File: config.mk
export PLATFORM = sky130hd
export DESIGN_NAME = fp_compare_unit
export DESIGN_NICKNAME = d
export VERILOG_FILES = /design/src/rtl/fp_compare_unit.sv
export SDC_FILE = /design/constraint.sdc
export NUM_CORES = 1
export LEC_CHECK = 0
export ABC_AREA = 1
export BUFFER_PORTS_ARGS = -buffer_cell sky130_fd_sc_hd__clkbuf_2
export CORE_ASPECT_RATIO = 1.75
export CORE_MARGIN = 2
export CORE_UTILIZATION = 52
export DETAILED_ROUTE_END_ITERATION = 10
export PLACE_DENSITY = 0.89
export SYNTH_ARGS = -nofsm -noshare
export SYNTH_HDL_FRONTEND = slang
export SYNTH_SLANG_ARGS = --single-unit
File: constraint.sdc
create_clock -name clk -period 2.8 [get_ports clk]
set_input_delay 0.28 -clock clk [delete_from_list [all_inputs] [get_ports clk]]
set_output_delay 0.28 -clock clk [all_outputs]
set_load 0.01 [all_outputs]
File: src/rtl/fp_compare_unit.sv
module fp_compare_unit #(
  parameter int FIELDS = 8,
  parameter int DW     = 64,
  parameter int EXPW   = 11,
  localparam int FW    = 4,
  localparam int FRACW = DW - EXPW - 1,
  localparam int IDXW  = $clog2(FIELDS),
  localparam int CRW   = FIELDS * FW
) (
  input  logic            clk,
  input  logic            rst_n,
  input  logic            cmp_valid,
  input  logic            cmp_ordered,
  input  logic [IDXW-1:0] dst_field,
  input  logic [DW-1:0]   opnd_a,
  input  logic [DW-1:0]   opnd_b,
  output logic [CRW-1:0]  cr_value,
  output logic [FW-1:0]   fpsr_class,
  output logic            flag_snan,
  output logic            flag_vc
);

  localparam logic [FW-1:0] CC_LT = 4'b1000;
  localparam logic [FW-1:0] CC_GT = 4'b0100;
  localparam logic [FW-1:0] CC_EQ = 4'b0010;
  localparam logic [FW-1:0] CC_UN = 4'b0001;

  wire            sgn_a = opnd_a[DW-1];
  wire            sgn_b = opnd_b[DW-1];
  wire [DW-2:0]   mag_a = opnd_a[DW-2:0];
  wire [DW-2:0]   mag_b = opnd_b[DW-2:0];
  wire [FRACW-1:0] frc_a = opnd_a[FRACW-1:0];
  wire [FRACW-1:0] frc_b = opnd_b[FRACW-1:0];

  wire nan_a  = (&opnd_a[DW-2 -: EXPW]) && (|frc_a);
  wire nan_b  = (&opnd_b[DW-2 -: EXPW]) && (|frc_b);
  wire snan_a = nan_a && !frc_a[FRACW-1];
  wire snan_b = nan_b && !frc_b[FRACW-1];

  wire unord     = nan_a || nan_b;
  wire both_zero = ~|mag_a && ~|mag_b;
  wire is_eq     = both_zero || (opnd_a == opnd_b);

  logic is_lt;
  always_comb begin
    if (both_zero)          is_lt = 1'b0;
    else if (sgn_a != sgn_b) is_lt = sgn_a;
    else if (!sgn_a)        is_lt = mag_a < mag_b;
    else                    is_lt = mag_a > mag_b;
  end

  logic [FW-1:0] code;
  always_comb begin
    if (unord)      code = CC_UN;
    else if (is_lt) code = CC_LT;
    else if (is_eq) code = CC_EQ;
    else            code = CC_GT;
  end

  wire raise_snan = snan_a || snan_b;
  wire raise_vc   = cmp_ordered && unord && !raise_snan;

  always_ff @(posedge clk) begin
    if (!rst_n) begin
      cr_value   <= '0;
      fpsr_class <= '0;
      flag_snan  <= 1'b0;
      flag_vc    <= 1'b0;
    end else if (cmp_valid) begin
      cr_value[dst_field*FW +: FW] <= code;
      fpsr_class <= code;
      flag_snan  <= raise_snan;
      flag_vc    <= raise_vc;
    end
  end

endmodule

# Word-level counts from Yosys, hierarchy flattened
# Index checks and enable logic that the tools add are counted.
dict set report word_totals {
  ff_bits 38
  input_bits 135
  output_inout_bits 38
  word_cells 39
}
dict set report classes {
  addsub 1
  n_lt_le_gt_ge 2
  n_eq_ne 2
  shifts 2
  mux 7
  n_reduce_logical 21
}
# op count
set ops {}
lappend ops {{63-bit OR reduction} 2}
lappend ops {{52-bit OR reduction} 2}
lappend ops {{64-bit == test} 1}
lappend ops {{63-bit greater-than comparator} 1}
lappend ops {{63-bit < comparator} 1}
lappend ops {{5-bit negation with 34-bit output} 1}
lappend ops {{4-bit by 34-bit variable shift with 32-bit output, first input constant} 1}
lappend ops {{4-bit by 34-bit variable part select with 32-bit output} 1}
lappend ops {{32-bit bitwise mux} 1}
lappend ops {{11-bit AND reduction} 2}
lappend ops {{4-bit two-way mux} 2}
lappend ops {{1-bit logical AND} 7}
lappend ops {{1-bit logical NOT} 5}
lappend ops {{1-bit logical OR} 3}
lappend ops {{1-bit two-way mux} 3}
lappend ops {{3-bit two-way mux} 1}
lappend ops {{1-bit != test} 1}

# Depth between registers and ports, before layout
dict set report logic_depth {
  ltp_word 9
  mapped_depth 18
  mapped_depth_nobuf 18
}

# Worst setup path before layout
# No wires, ideal clock.
dict set report synth_timing {
  path_kind {in2reg}
  start {input port opnd_b[62]}
  end {register cr_value[17]}
  setup_ns 0.140
  arrival_time_ns 1.679
  required_time_ns 2.660
  setup_slack_ns 0.981
  path_stages 15
  path_buffers 0
  path_cell_list {inv_1 ha_1 nand4_1 nor2_1 nand2_1 nor2_1 inv_1 nor2_1 nand2_1 nand2_2 nand2_1 nand2_1 nand3_2 nand2_1 a21oi_1}
}
dict set report synth_between {
  elab_chain_cells 9
  word_cells_on_any_way 18
  classes_between {order compare (2); eq/ne (1); shift (1); mux (7); reduce/logical (7)}
}
# element line
set synth_lines {}
lappend synth_lines {{start, declared} 16} ;# input logic [DW-1:0] opnd_b,
lappend synth_lines {{branches (longest 6 deep; another with 63-bit < comparator)} -}
lappend synth_lines {{4-bit two-way mux (*)} 54} ;# if (unord) code = CC_UN;
lappend synth_lines {{4-bit by 34-bit variable part select with 32-bit output (*)} 70} ;# cr_value[dst_field*FW +: FW] <= code;
lappend synth_lines {{32-bit bitwise mux (*)} 70}
lappend synth_lines {{end signal, assigned by index} 70}
lappend synth_lines {{end, declared} 17} ;# output logic [CRW-1:0] cr_value,
# Every way passes the cells marked *.
# A chain may end at the register's enable or synchronous reset.

# Worst setup path after layout
dict set report layout_timing {
  start {input port opnd_b[30]}
  end {register cr_value[10]}
}
# Same word-level chain as after synthesis.

==> results.json <==
{
  "synthMuxAreaShare_pct": 0,
  "synth-compound-area-share_pct": 14.32,
  "p_seq_share_pct": 31.0,
  "htree_levels": 2,
  "min-delay-start": "cmp_ordered",
  "final_common_cell": "clkbuf_2",
  "design_area_um2": 5040,
  "cts-root-buf": "clkbuf_16",
  "rows": 41,
  "fin_hold_ws_ns": 0.4232,
  "arrival_ns": 2.12,
  "ant_nets": 0,
  "timing.final.max_slew_violations": 0,
  "synthSimpleGateAreaFrac_pct": 32.73,
  "start_kind": "primary input",
  "place_congestion": 0.9183,
  "status": "finished, final reports clean",
  "grt_pass1_wl_mm": 20.36,
  "drv_cap": 0,
  "post-route-min-period_ns": 1.967,
  "dieArea_um2": 8158,
  "cts_tree": "done",
  "p_clk_share_pct": 40.9,
  "switching_share_pct": 28.98,
  "fillerInstances": 614,
  "syn_avg_cell_area_um2": 6.435,
  "synth_top_area_share_pct": 22.03,
  "grt_usage_pct": 29.79,
  "area_growth_syn_to_layout_pct": 30.52,
  "clockBufferDepth": 2,
  "path_class": "primary input to flip-flop",
  "via_count": 4799,
  "placed_area_um2": 4841,
  "avgViaCountPerCell": 5.548,
  "finalHoldViolations": 0,
  "grt_max_degree": 38,
  "setup_viol": 0,
  "synth_edf_count": 0,
  "syn_inst": 600,
  "cts_resized": 0,
  "endpoint_kind": "flip-flop",
  "die_w_um": 69.14,
  "synth_fa_ha_area_share_pct": 22.03,
  "final_util_pct": 70.17,
  "p_per_area_nw_per_um2": 365.8,
  "core-area_um2": 7182,
  "cts.sinks": 38,
  "start_util_pct": 53.76,
  "finalNonFillerCells": 865,
  "n_antenna_cell": 0,
  "ys_ff_latch": 38,
  "hpwlAfterDp_mm": 10.35,
  "yosysWarnings": 0,
  "fmax_mhz": 508.5,
  "ys_top_cells_by_area": "ha_1 (22%), dfxtp_1 (20%), nand2_1 (11%)",
  "ctsHoldBuffers": 0,
  "overflow": 0,
  "p_sw_uw": 534.4,
  "pwr-share-comb_pct": 28.1,
  "drive_above_1_share_pct": 25.93,
  "numCtsBuffers": 5,
  "fin_setup_tns_ns": 0,
  "r2r-start": "cr_value[13]",
  "pin_count": 173,
  "synth_top_family_by_area": "simple AND/OR/NAND/NOR gates",
  "die_y_um": 118.0,
  "async_reset_ff_share_pct": 0,
  "ys_seq_area_share_pct": 19.70,
  "synth_fp_nets": 803,
  "synth.distinct_cells": 33,
  "syn_area_um2": 3861,
  "hp-class": "primary input to flip-flop",
  "critPathMaxFanout": 8,
  "dp.cells": 857,
  "ir_drop_uv": 224.6,
  "rsz0062_at_grt": "false",
  "final_nets": 981,
  "portBuffers": 172,
  "drcViolationCount": 0,
  "routed_wl_mm": 12.25,
  "clk_latency_ns": 0.28,
  "drt_iter0_markers": 381,
  "crit_start": "opnd_b[30]",
  "tightest_slew_ns": 0.5835,
  "p_leak_uw": 0.002870,
  "grt_pass1_vias": 4997,
  "post-route-period-util_pct": 70.24,
  "internal_power_uw": 1309,
  "slew-limit-headroom_pct": 61.10,
  "synth_largest_area_cell": "ha_1",
  "clock_skew_ns": 0,
  "antenna_found_initial": 0,
  "worstPathRequired_ns": 2.95,
  "final_cell_mix": "clkbuf_2 (172), nand2_1 (115), inv_1 (104), nor2_1 (72), ha_1 (68)",
  "cts_setup_buffers": 0,
  "wl_per_cell_um": 14.16,
  "path_clk_slew_ns": 0.06,
  "firstDrtPassIters": 4,
  "ys.flop_type": "dfxtp_1",
  "synth_xor_xnor_area_share_pct": 0.2268
}
-- synth_stat cells, types with 5 or more instances --
library cell,instances
a21oi_1,57
clkbuf_1,5
dfxtp_1,38
ha_1,68
inv_1,104
nand2_1,115
nand3_1,22
nand4_1,27
nor2_1,72
nor3_1,11
nor4_1,9
o21ai_0,37
-- critical path: stages --
cell      delay (ns)
clkbuf_2        0.07
inv_1           0.04
ha_1            0.29
nand2_1         0.13
nor2_1          0.22
nand2_1         0.11
nor2_1          0.10
nand2_1         0.06
nand2_1         0.06
nor2_1          0.04
nand2_1         0.06
nand2_1         0.06
nand2_2         0.09
nand2_1         0.06
nand2_1         0.06
nand3_2         0.15
nand3_1         0.17
a21oi_1         0.09
-- state kept, by name, indices dropped and copies added (netlist names) --
| signal | count |
|---|---|
| flag_vc | 1 |
| cr_value | 32 |
| flag_snan | 1 |
| fpsr_class | 4 |
-- stage by stage --
step / power, uW / worst slack (ns)
floorplan: 864.7 / 0.9808
global placement: 1070 / 0.6173
detailed placement: 1091 / 0.5880
CTS: 1843 / 0.8500
global route: 1933 / 0.5627
finish: 1844 / 0.8333
-- cell type report --
| cell class | count | area, um2 | area share [%] |
|---|---|---|---|
| multi-input cells | 449 | 2676 | 53.10 |
| repair buffers | 176 | 890.9 | 17.68 |
| flip-flops and latches | 38 | 760.7 | 15.09 |
| inverters | 108 | 405.4 | 8.044 |
| clock buffers | 6 | 138.9 | 2.756 |
| well taps | 86 | 107.6 | 2.135 |
| clock inverters | 2 | 60.06 | 1.192 |
-- power by group through the flow --
| stage | registers, uW | clock network, uW | logic, uW |
|---|---|---|---|
| finish | 572 | 754 | 518 |
| global route | 573 | 773 | 587 |
| CTS | 571 | 757 | 515 |
| detailed placement | 582 | 0 | 509 |
| global placement | 581 | 0 | 488 |
| floorplan | 590 | 0 | 275 |
-- cell families (layout without fill, tap and decap cells) --
group	count (synthesis)	after routing
compound gates	105	105
xor+xnor	1	1
fa+ha+maj	68	68
buf+inv	113	292
flops	38	38
simple gates	275	275
-- worst paths after layout --
| check | cells after the start | slack [ns] | endpoint |
|---|---|---|---|
| worst max-delay path | 18 | 0.83 | cr_value[10] |
| worst min-delay path | 4 | 0.42 | flag_vc |
| worst max register to register | 2 | 2.02 | cr_value[13] |
| worst min register to register | 2 | 0.50 | fpsr_class[0] |
-- layer usage --
metal  vias to the layer above  track usage (%)  routed length (um)
li1                       2349                -                   -
met1                      2145            26.78                4005
met2                       238            58.41                6669
met3                        67            4.366                 805
met4                         0            20.34                 769
met5                         -                0                   0
Note: power is estimated with default switching activity, not from simulation.
